==> config.mk <==
export PLATFORM = sky130hd
export DESIGN_NAME = owid_rom_responder
export DESIGN_NICKNAME = d
export VERILOG_FILES = /design/src/rtl/owid_pkg.sv /design/src/rtl/owid_identity.sv /design/src/rtl/owid_cmd_rx.sv /design/src/rtl/owid_net_fsm.sv /design/src/rtl/owid_rom_responder.sv
export SDC_FILE = /design/constraint.sdc
export NUM_CORES = 1
export LEC_CHECK = 0
export ABC_AREA = 1
export BUFFER_PORTS_ARGS = -buffer_cell sky130_fd_sc_hd__buf_2
export CAP_MARGIN = 30
export CORE_MARGIN = 4
export CORE_UTILIZATION = 45
export DETAILED_ROUTE_END_ITERATION = 12
export PLACE_DENSITY = 0.7
export SYNTH_ARGS = -nofsm -noshare
export SYNTH_HDL_FRONTEND = slang
export SYNTH_HIERARCHICAL = 1
export SYNTH_SLANG_ARGS = --single-unit
==> constraint.sdc <==
create_clock -name clk -period 2 [get_ports clk]
set_input_delay 0.2 -clock clk [delete_from_list [all_inputs] [get_ports clk]]
set_output_delay 0.2 -clock clk [all_outputs]
set_load 0.02 [all_outputs]
==> src/rtl/owid_pkg.sv <==
package owid_pkg;

    localparam int ID_W     = 64;
    localparam int FAM_W    = 8;
    localparam int SER_W    = 48;
    localparam int CRC_W    = 8;
    localparam int BODY_W   = FAM_W + SER_W;
    localparam int CMD_W    = 8;
    localparam int IDX_W    = $clog2(ID_W);

    localparam logic [CMD_W-1:0] CMD_READ_ID  = 8'h33;
    localparam logic [CMD_W-1:0] CMD_MATCH_ID = 8'h55;
    localparam logic [CMD_W-1:0] CMD_SEARCH   = 8'hF0;
    localparam logic [CMD_W-1:0] CMD_ALM_SRCH = 8'hEC;
    localparam logic [CMD_W-1:0] CMD_DIRECT   = 8'hCC;

    localparam logic [CRC_W-1:0] CRC_FEEDBACK = 8'h8C;

    typedef enum logic [2:0] {
        NS_CMD,
        NS_READ,
        NS_MATCH,
        NS_SEARCH,
        NS_SEL,
        NS_IDLE
    } net_state_e;

    typedef enum logic [1:0] {
        SP_TRUE,
        SP_COMP,
        SP_WRITE
    } srch_phase_e;

    function automatic logic [CRC_W-1:0] crc_step(input logic [CRC_W-1:0] c, input logic b);
        logic fb;
        logic [CRC_W-1:0] n;
        fb = c[0] ^ b;
        n  = c >> 1;
        if (fb) n = n ^ CRC_FEEDBACK;
        return n;
    endfunction

endpackage

==> src/rtl/owid_identity.sv <==
module owid_identity
    import owid_pkg::*;
#(
    parameter logic [FAM_W-1:0] FAMILY_CODE   = 8'h10,
    parameter logic [SER_W-1:0] SERIAL_NUMBER = 48'h0008_3C5A_91E7
) (
    input  logic [IDX_W-1:0] idx,
    output logic             id_bit
);

    localparam logic [BODY_W-1:0] BODY = {SERIAL_NUMBER, FAMILY_CODE};

    logic [CRC_W-1:0] chain [0:BODY_W];
    logic [ID_W-1:0]  ident;

    assign chain[0] = '0;

    generate
        for (genvar i = 0; i < BODY_W; i++) begin : g_crc
            assign chain[i+1] = crc_step(chain[i], BODY[i]);
        end
    endgenerate

    assign ident  = {chain[BODY_W], BODY};
    assign id_bit = ident[idx];

endmodule

==> src/rtl/owid_cmd_rx.sv <==
module owid_cmd_rx
    import owid_pkg::*;
(
    input  logic             clk,
    input  logic             rst_n,
    input  logic             clear,
    input  logic             enable,
    input  logic             rx_valid,
    input  logic             rx_bit,
    output logic             done,
    output logic [CMD_W-1:0] cmd
);

    localparam int CNT_W = $clog2(CMD_W + 1);
    localparam logic [CNT_W-1:0] CNT_LAST = CNT_W'(CMD_W - 1);

    typedef struct packed {
        logic [CMD_W-1:0] sr;
        logic [CNT_W-1:0] cnt;
    } rx_regs_t;

    rx_regs_t r_q, r_d;
    logic     take;

    assign take = enable && rx_valid && !clear;

    always_comb begin
        r_d  = r_q;
        done = 1'b0;
        if (clear) begin
            r_d.sr  = '0;
            r_d.cnt = '0;
        end else if (take) begin
            r_d.sr = {rx_bit, r_q.sr[CMD_W-1:1]};
            if (r_q.cnt == CNT_LAST) begin
                r_d.cnt = '0;
                done    = 1'b1;
            end else begin
                r_d.cnt = r_q.cnt + 1'b1;
            end
        end
    end

    assign cmd = {rx_bit, r_q.sr[CMD_W-1:1]};

    always_ff @(posedge clk or negedge rst_n) begin
        if (!rst_n) r_q <= '0;
        else        r_q <= r_d;
    end

endmodule

==> src/rtl/owid_net_fsm.sv <==
module owid_net_fsm
    import owid_pkg::*;
(
    input  logic             clk,
    input  logic             rst_n,
    input  logic             bus_reset,
    input  logic             rx_valid,
    input  logic             rx_bit,
    input  logic             rd_req,
    input  logic             alarm_flag,
    input  logic             cmd_done,
    input  logic [CMD_W-1:0] cmd,
    input  logic             id_bit,
    output logic [IDX_W-1:0] idx,
    output logic             cmd_en,
    output logic             tx_bit,
    output logic             selected,
    output logic             sel_stb
);

    localparam logic [IDX_W-1:0] IDX_LAST = IDX_W'(ID_W - 1);

    typedef struct packed {
        net_state_e       st;
        srch_phase_e      ph;
        logic [IDX_W-1:0] idx;
        logic             stb;
    } fsm_regs_t;

    fsm_regs_t f_q, f_d;

    always_comb begin
        f_d     = f_q;
        f_d.stb = 1'b0;
        if (bus_reset) begin
            f_d.st  = NS_CMD;
            f_d.ph  = SP_TRUE;
            f_d.idx = '0;
        end else begin
            unique case (f_q.st)
                NS_CMD: begin
                    if (cmd_done) begin
                        f_d.idx = '0;
                        f_d.ph  = SP_TRUE;
                        unique case (cmd)
                            CMD_READ_ID:  f_d.st = NS_READ;
                            CMD_MATCH_ID: f_d.st = NS_MATCH;
                            CMD_SEARCH:   f_d.st = NS_SEARCH;
                            CMD_ALM_SRCH: f_d.st = alarm_flag ? NS_SEARCH : NS_IDLE;
                            CMD_DIRECT: begin
                                f_d.st  = NS_SEL;
                                f_d.stb = 1'b1;
                            end
                            default:      f_d.st = NS_IDLE;
                        endcase
                    end
                end
                NS_READ: begin
                    if (rd_req) begin
                        if (f_q.idx == IDX_LAST) begin
                            f_d.st  = NS_SEL;
                            f_d.stb = 1'b1;
                        end else begin
                            f_d.idx = f_q.idx + 1'b1;
                        end
                    end
                end
                NS_MATCH: begin
                    if (rx_valid) begin
                        if (rx_bit != id_bit) begin
                            f_d.st = NS_IDLE;
                        end else if (f_q.idx == IDX_LAST) begin
                            f_d.st  = NS_SEL;
                            f_d.stb = 1'b1;
                        end else begin
                            f_d.idx = f_q.idx + 1'b1;
                        end
                    end
                end
                NS_SEARCH: begin
                    unique case (f_q.ph)
                        SP_TRUE: if (rd_req) f_d.ph = SP_COMP;
                        SP_COMP: if (rd_req) f_d.ph = SP_WRITE;
                        SP_WRITE: begin
                            if (rx_valid) begin
                                f_d.ph = SP_TRUE;
                                if (rx_bit != id_bit) begin
                                    f_d.st = NS_IDLE;
                                end else if (f_q.idx == IDX_LAST) begin
                                    f_d.st  = NS_SEL;
                                    f_d.stb = 1'b1;
                                end else begin
                                    f_d.idx = f_q.idx + 1'b1;
                                end
                            end
                        end
                        default: f_d.ph = SP_TRUE;
                    endcase
                end
                NS_SEL:  f_d.st = NS_SEL;
                NS_IDLE: f_d.st = NS_IDLE;
                default: f_d.st = NS_IDLE;
            endcase
        end
    end

    always_comb begin
        tx_bit = 1'b1;
        if (f_q.st == NS_READ) begin
            tx_bit = id_bit;
        end else if (f_q.st == NS_SEARCH) begin
            if (f_q.ph == SP_TRUE)      tx_bit = id_bit;
            else if (f_q.ph == SP_COMP) tx_bit = ~id_bit;
        end
    end

    assign idx      = f_q.idx;
    assign cmd_en   = (f_q.st == NS_CMD);
    assign selected = (f_q.st == NS_SEL);
    assign sel_stb  = f_q.stb;

    always_ff @(posedge clk or negedge rst_n) begin
        if (!rst_n) begin
            f_q.st  <= NS_CMD;
            f_q.ph  <= SP_TRUE;
            f_q.idx <= '0;
            f_q.stb <= 1'b0;
        end else begin
            f_q <= f_d;
        end
    end

endmodule

==> src/rtl/owid_rom_responder.sv <==
module owid_rom_responder
    import owid_pkg::*;
#(
    parameter logic [FAM_W-1:0] FAMILY_CODE   = 8'h10,
    parameter logic [SER_W-1:0] SERIAL_NUMBER = 48'h0008_3C5A_91E7
) (
    input  logic clk,
    input  logic rst_n,
    input  logic bus_reset,
    input  logic rx_valid,
    input  logic rx_bit,
    input  logic rd_req,
    input  logic alarm_flag,
    output logic tx_bit,
    output logic selected,
    output logic sel_stb
);

    logic [IDX_W-1:0] idx;
    logic             id_bit;
    logic             cmd_en;
    logic             cmd_done;
    logic [CMD_W-1:0] cmd;

    owid_identity #(
        .FAMILY_CODE  (FAMILY_CODE),
        .SERIAL_NUMBER(SERIAL_NUMBER)
    ) i_identity (
        .idx   (idx),
        .id_bit(id_bit)
    );

    owid_cmd_rx i_cmd_rx (
        .clk     (clk),
        .rst_n   (rst_n),
        .clear   (bus_reset),
        .enable  (cmd_en),
        .rx_valid(rx_valid),
        .rx_bit  (rx_bit),
        .done    (cmd_done),
        .cmd     (cmd)
    );

    owid_net_fsm i_fsm (
        .clk       (clk),
        .rst_n     (rst_n),
        .bus_reset (bus_reset),
        .rx_valid  (rx_valid),
        .rx_bit    (rx_bit),
        .rd_req    (rd_req),
        .alarm_flag(alarm_flag),
        .cmd_done  (cmd_done),
        .cmd       (cmd),
        .id_bit    (id_bit),
        .idx       (idx),
        .cmd_en    (cmd_en),
        .tx_bit    (tx_bit),
        .selected  (selected),
        .sel_stb   (sel_stb)
    );

endmodule

Word level (Yosys, flattened, before mapping)
Memories as Yosys holds them, arrays and structs flattened.
Index checks and enable logic that the tools add are counted.
W data, S select, Z words.
{ "word_totals": {"ff_bits": 24, "romBits": 64, "in_bits": 7, "output_inout_bits": 3, "elab_cells": 79, "n_memories": 1} }
{ "mem_list": {"columns": ["memory", "words", "width", "read_ports", "rd_ports_with_merged_regs", "wr", "line_no", "text"], "rows": [
  ["(name not given)", 64, 1, 1, 0, 0, "owid_identity.sv:25", "assign id_bit = ident[idx];"]
]} }
{ "classes": {"n_addsub": 2, "order_cmp": 1, "eq_ne": 22, "mux": 35, "bitwise_logic": 1, "reduce_logical": 11} }
{ "ops": {"columns": ["op", "n"], "rows": [
  ["$mux W12", 4],
  ["$pmux W3 S5", 2],
  ["$mux W7", 4],
  ["$pmux W7 S4", 1],
  ["$eq A8 B8 Y1 const B", 3],
  ["$mux W3", 6],
  ["$ne A3 B3 Y1 const B", 5],
  ["$ne A4 B4 Y1 const B", 3],
  ["$mux W1", 11],
  ["$mux W11", 1],
  ["$reduce_and A5 Y1", 2],
  ["$eq A8 B6 Y1 const B", 1],
  ["$eq A8 B7 Y1 const B", 1],
  ["$lt A6 B7 Y1 const B", 1],
  ["$add A6 B1 Y6 const B", 1],
  ["$eq A3 B2 Y1 const B", 2],
  ["$eq A6 B6 Y1 const B", 1],
  ["$mux W6", 1],
  ["$pmux W2 S3", 1],
  ["$reduce_and A6 Y1", 1],
  ["$reduce_bool A5 Y1", 1],
  ["$add A4 B1 Y4 const B", 1],
  ["$eq A4 B3 Y1 const B", 1],
  ["$mux W2", 2],
  ["14 further kinds", 15]
]} }

Longest topological paths before layout
{ "logic_depth": {"ltp_word": 8, "depth_mapped": 20, "mapped_depth_nobuf": 19} }

By module
Netlist, hierarchy kept.
{ "modules_own_cells": {"columns": ["module", "instances", "cells_per_inst", "area_per_inst_um2", "seq_area_each_um2"], "rows": [
  ["owid_net_fsm", 1, 202, 1181.1, 300.3],
  ["owid_cmd_rx", 1, 60, 558.0, 275.3],
  ["owid_identity", 1, 34, 175.2, 0.0]
]} }

Worst setup path after synthesis
No wires, ideal clock.
{ "synth_timing": {"path_kind": "reg2reg", "from": "register i_fsm/idx[0] (netlist name)", "to": "register i_fsm/idx[2] (netlist name)", "setup_ps": 123, "t_arrival_ps": 1836, "t_required_ps": 1877, "path_slack_ps": 41, "path_stages_with_launch": 20, "synth_period_minus_slack_ps": 1959, "path_cell_list": "dfrtp_1 -> buf_4 -> inv_1 -> ha_1 -> nand2_1 -> nand3_1 -> nand2_1 -> nand2_1 -> nand2_1 -> nand2_1 -> nand2_1 -> inv_1 -> nand2_1 -> nand2_1 -> nand3_1 -> nand2_1 -> nand2_1 -> nand3_1 -> nand2_1 -> a21oi_2"} }
{ "synth_between": {"elab_chain_cells": 8, "elab_cells_between_ends": 13, "classes_between": "add/sub: 1; eq/ne: 2; mux: 9; memory: 1"} }
{ "synth_rtl": {"columns": ["element", "line_no", "text"], "rows": [
  ["$mem_v2 Z64 W1 (*)", null, null],
  ["$mux W1 (implied by the code) (*)", "owid_identity.sv:25", null],
  ["named net id_bit", "owid_rom_responder.sv:20", "logic id_bit;"],
  ["$ne A1 B1 Y1 (*)", "owid_net_fsm.sv:70, owid_net_fsm.sv:87", null],
  ["$mux W7 (*)", "owid_net_fsm.sv:70", "if (rx_bit != id_bit) begin"],
  ["$mux W12", "owid_net_fsm.sv:85", "if (rx_valid) begin"],
  ["$mux W7", "owid_net_fsm.sv:81", "unique case (f_q.ph)"],
  ["$pmux W7 S4 (*)", "owid_net_fsm.sv:40", "unique case (f_q.st)"],
  ["$mux W11 (*)", "owid_net_fsm.sv:35", "if (bus_reset) begin"]
]} }
The timed path passes the listed nets; every way through them passes the cells marked *. The select of a mux whose other input is x is not followed.
A chain may end at the register's enable or synchronous reset.

Final worst setup path
{ "layout_timing": {"from": "register i_fsm/idx[0] (netlist name)", "to": "output tx_bit"} }
{ "layout_between": {"elab_chain_cells": 7} }
{ "layout_rtl": {"columns": ["element", "line_no", "text"], "rows": [
  ["$mem_v2 Z64 W1 (*)", null, null],
  ["$mux W1 (implied by the code) (*)", "owid_identity.sv:25", null],
  ["named net id_bit", "owid_rom_responder.sv:20", null],
  ["$not A1 Y1", "owid_net_fsm.sv:113", "else if (f_q.ph == SP_COMP) tx_bit = ~id_bit;"],
  ["$mux W1", "owid_net_fsm.sv:113", null],
  ["$mux W1", "owid_net_fsm.sv:112", "if (f_q.ph == SP_TRUE) tx_bit = id_bit;"],
  ["$mux W1", "owid_net_fsm.sv:111", "end else if (f_q.st == NS_SEARCH) begin"],
  ["$mux W1 (*)", "owid_net_fsm.sv:109", "if (f_q.st == NS_READ) begin"],
  ["end, declared", "owid_rom_responder.sv:14", "output logic tx_bit,"]
]} }
Marked as above.

==> metrics.md <==
| Metric | Value |
|---|---|
| Crit path DAT | `1900 ps` |
| Cell family with most CP delay | `simple AND/OR/NAND/NOR gates` |
| Post-layout min period | `2100 ps` |
| Post-route DRC | `0` |
| Cell Chain, Critical Path | `inv_2 -> ha_4 -> nand2_2 -> nand3_2 -> nand2_1 -> nand2_1 -> nand2_1 -> nand2_1 -> nand2_2 -> inv_2 -> buf_6 -> nand3_2 -> nand3_2 -> buf_6` |
| GPL Wtd Cong | `0.950` |
| Clock skew | `8.06 ps` |
| Largest fanout on the critical path | `3` |
| Core Box Area | `4060 um^2` |
| Max Freq | `477 MHz` |
| Routed WL | `4.48 mm` |
| Distinct cells, synth | `26` |
| Area delta synth->final | `16.5%` |
| Critical Path Most Common Cell | `nand2_1` |
| Worst-case clock buffer depth | `2` |
| RSZ-0062 raised after global routing | `true` |
| Worst Tran Pin Value | `550 ps` |
| Syn nets | `309` |
| Syn avg cell area | `6.47 um^2` |
| Hold crit path type | `input pin to register` |
| Largest net degree at the start of global routing | `24` |
| CP peak stage delay | `420 ps` |
| Gr ovfl total | `0` |
| Startpoint type of the worst setup path | `register` |
| TritonCTS buffer count | `3` |
| Clock network latency to the later pin of the worst-skew pair | `270 ps` |
| Vias in the first global route | `1,809` |
| #FFs+latches synth | `23` |
| Worst setup margin | `-95.2 ps` |
| Setup-failing EPs final | `5` |
| Top cells by area, synth | `dfrtp_1 30%, nand2_1 18%, inv_1 8.4%` |
| Initial core utilization | `47.2%` |
| Top-area cell type share of the netlist area | `30.1%` |
| Leakage power | `1.13 nW` |
| Max Cap Violations | `0` |
| Vias | `1,854` |
| Post-route ant nets | `0` |
| Crit. End Element | `output pin` |
| DIE AREA | `5360 um^2` |
| Nets@finish | `328` |
| Routed wire per std cell | `12.3 um` |
| First-pass GRT wire length | `7.78 mm` |
| CTS tree | `done` |
| Status | `finished with violations` |
| Detailed Routing Iterations Pass 1 | `4` |
| VDD IR max | `355 uV` |
| Slew Viols, Final | `0` |
| Drt initial violations | `84` |
| Root Driver | `clkbuf_8` |
| Total GRT Usage | `18.0%` |
| Layout Cells excl Fill | `364` |
| Slew headroom | `63.3%` |
| CTS clock-pin slew for the worst setup and hold paths | `90 ps` |
| Violated checks | `negative setup slack` |
| FP Rows | `23` |
| P per Cell Area | `392 nW/um^2` |
| Post-Place Worst Slack | `-50.5 ps` |
| WS Path Type | `register to output pin` |
| Final Cycle Share | `105%` |
| Vias per cell | `5.09` |
| Number of cells after detailed placement | `354` |
| Slowest CP cell | `dfrtp_1` |
| Share of layout cells above drive strength 1 | `24.8%` |
| Post-detail-place hpwl | `3.27 mm` |
| Diodes inserted | `0` |
| Antenna violations before repair | `0` |
| Synth warn | `6` |
| Die H | `73.2 um` |
| H-tree Lvls | `1` |
| Cell type with the largest total area after synthesis | `dfrtp_1` |
| Die width | `73.2 um` |
| CP required | `1800 ps` |
| Buf/Inv on CP | `4` |
| Mapped Cells | `296` |
| Port Buffers | `9` |
| Num ports | `10` |
| Num Clock Sinks | `23` |
| Final Hold Vio Count | `0` |
| Seq/Total Area, Yosys | `30.1%` |
| Mapped cell area | `1910 um^2` |
==> synthesized netlist by cell type <==
cell / number
nand2_1: 94
o21bai_2: 1
inv_1: 43
dfrtp_1: 23
a21boi_2: 1
o22ai_1: 6
o21ai_1: 3
or2_1: 1
nand3_4: 1
nor2_1: 22
nand3_1: 26
buf_4: 14
a21oi_2: 1
nand2_2: 4
clkinv_2: 1
ha_1: 6
nor2_2: 6
inv_2: 4
nand4_1: 9
o21ai_2: 5
nor2_4: 1
xnor2_1: 1
o21ai_0: 12
nand2_4: 1
nor3_1: 1
a21oi_1: 9
==> logic make-up (layout without fill, tap and decap cells) <==
kind of cell / Yosys count / count (layout) / share of synthesized area [%]
AO/OA/AOI/OAI: 38 / 38 / 12.2
XOR/XNOR: 1 / 1 / 0.458
flip-flops: 23 / 23 / 30.1
AND/OR/NAND/NOR: 166 / 166 / 38.4
adder cells (fa/ha/maj): 6 / 6 / 3.92
buffers and inverters: 62 / 80 / 15.0
==> worst paths after layout <==
check                                     start              end  slack [ps]  cells after the start
worst max-delay path               i_fsm/idx[0]           tx_bit        -100                     14
worst min-delay path                  bus_reset    i_fsm/sel_stb         190                      2
worst max register to register     i_fsm/idx[0]     i_fsm/idx[0]         -40                     18
worst min register to register  i_cmd_rx/r_q[1]  i_cmd_rx/r_q[1]         550                      2
max in group asynchronous                 rst_n  i_cmd_rx/cmd[1]        1190                      2
min in group asynchronous                 rst_n     i_fsm/f_q[7]         440                      2
==> power by group <==
part	total, mW	internal [mW]	switching [mW]
Clock	0.299	0.141	0.158
Combinational	0.0910	0.0279	0.0631
Sequential	0.483	0.473	0.00963
==> per-stage QoR <==
| step | hold slack [ps] | power, mW | area (um^2) | setup TNS (ps) | utilization, % |
|---|---|---|---|---|---|
| floorplan | -95.6 | 0.547 | 1910 | 0 | - |
| finish | 191 | 0.873 | 2230 | -197 | 54.9 |
| detailed placement | 211 | 0.577 | 2010 | -187 | 49.6 |
| global placement | 208 | 0.575 | 2010 | 0 | 49.6 |
| CTS | 199 | 0.885 | 2200 | -63.4 | 54.2 |
| global route | 204 | 0.917 | 2230 | -1280 | 54.9 |
==> cell usage in the layout (no fill, tap or decap), drive strengths merged <==
cell | netlist | final
nand2 | 99 | 99
inv | 47 | 47
nor2 | 29 | 29
nand3 | 27 | 27
buf | 14 | 27
dfrtp | 23 | 23
o21ai | 20 | 20
a21oi | 10 | 10
nand4 | 9 | 9
o22ai | 6 | 6
ha | 6 | 6
clkbuf | 0 | 3
clkinvlp | 0 | 1
dlygate4sd3 | 0 | 1
clkinv | 1 | 1
nor3 | 1 | 1
xnor2 | 1 | 1
or2 | 1 | 1
o21bai | 1 | 1
a21boi | 1 | 1
==> metal layers <==
metal / routed length, um / vias up / track usage (%) / share of wire (%)
met5: 0 / - / 0 / 0
met4: 54 / 0 / 6.15 / 1.2
met3: 187 / 6 / 2.07 / 4.2
met2: 2170 / 47 / 30.7 / 49
met1: 2070 / 843 / 23.6 / 46
li1: - / 958 / - / -
==> final cells by class <==
type	count	area, um^2
timing repair buffer	28	204
fill	379	1830
clock buffer	3	41.3
tap	50	62.6
clock inverter	1	7.51
inverter	48	181
multi-input combinational	211	1160
sequential	23	576
==> worst register-to-register path, cell delays in order, from the launching register on <==
cell and delay [ps]:
dfrtp_1 420, inv_2 120, ha_4 220, nand2_2 50, nand3_2 50, nand2_1 50, nand2_1 50, nand2_1 60
nand2_1 60, nand2_2 110, buf_4 130, nand2_4 50, nand2_4 100, nand3_4 100, nand2_2 100, nand2_2 50
nand2_1 60, nand2_1 60, a21boi_2 140
==> timing repair <==
action,4_1_cts,5_1_grt
pin swaps,10,5
endpoints found under the hold margin,23,0
gates resized for setup,27,7
gates cloned,0,0
setup endpoints to repair,8,12
setup buffers,4,1
hold buffers,1,0
==> state kept, by name, indices dropped and copies added (netlist names) <==
name / cells
i_cmd_rx/r_q: 4
i_fsm/f_q: 5
i_fsm/idx: 6
i_cmd_rx/cmd: 7
i_fsm/sel_stb: 1
(Power assumes the default switching activity.)
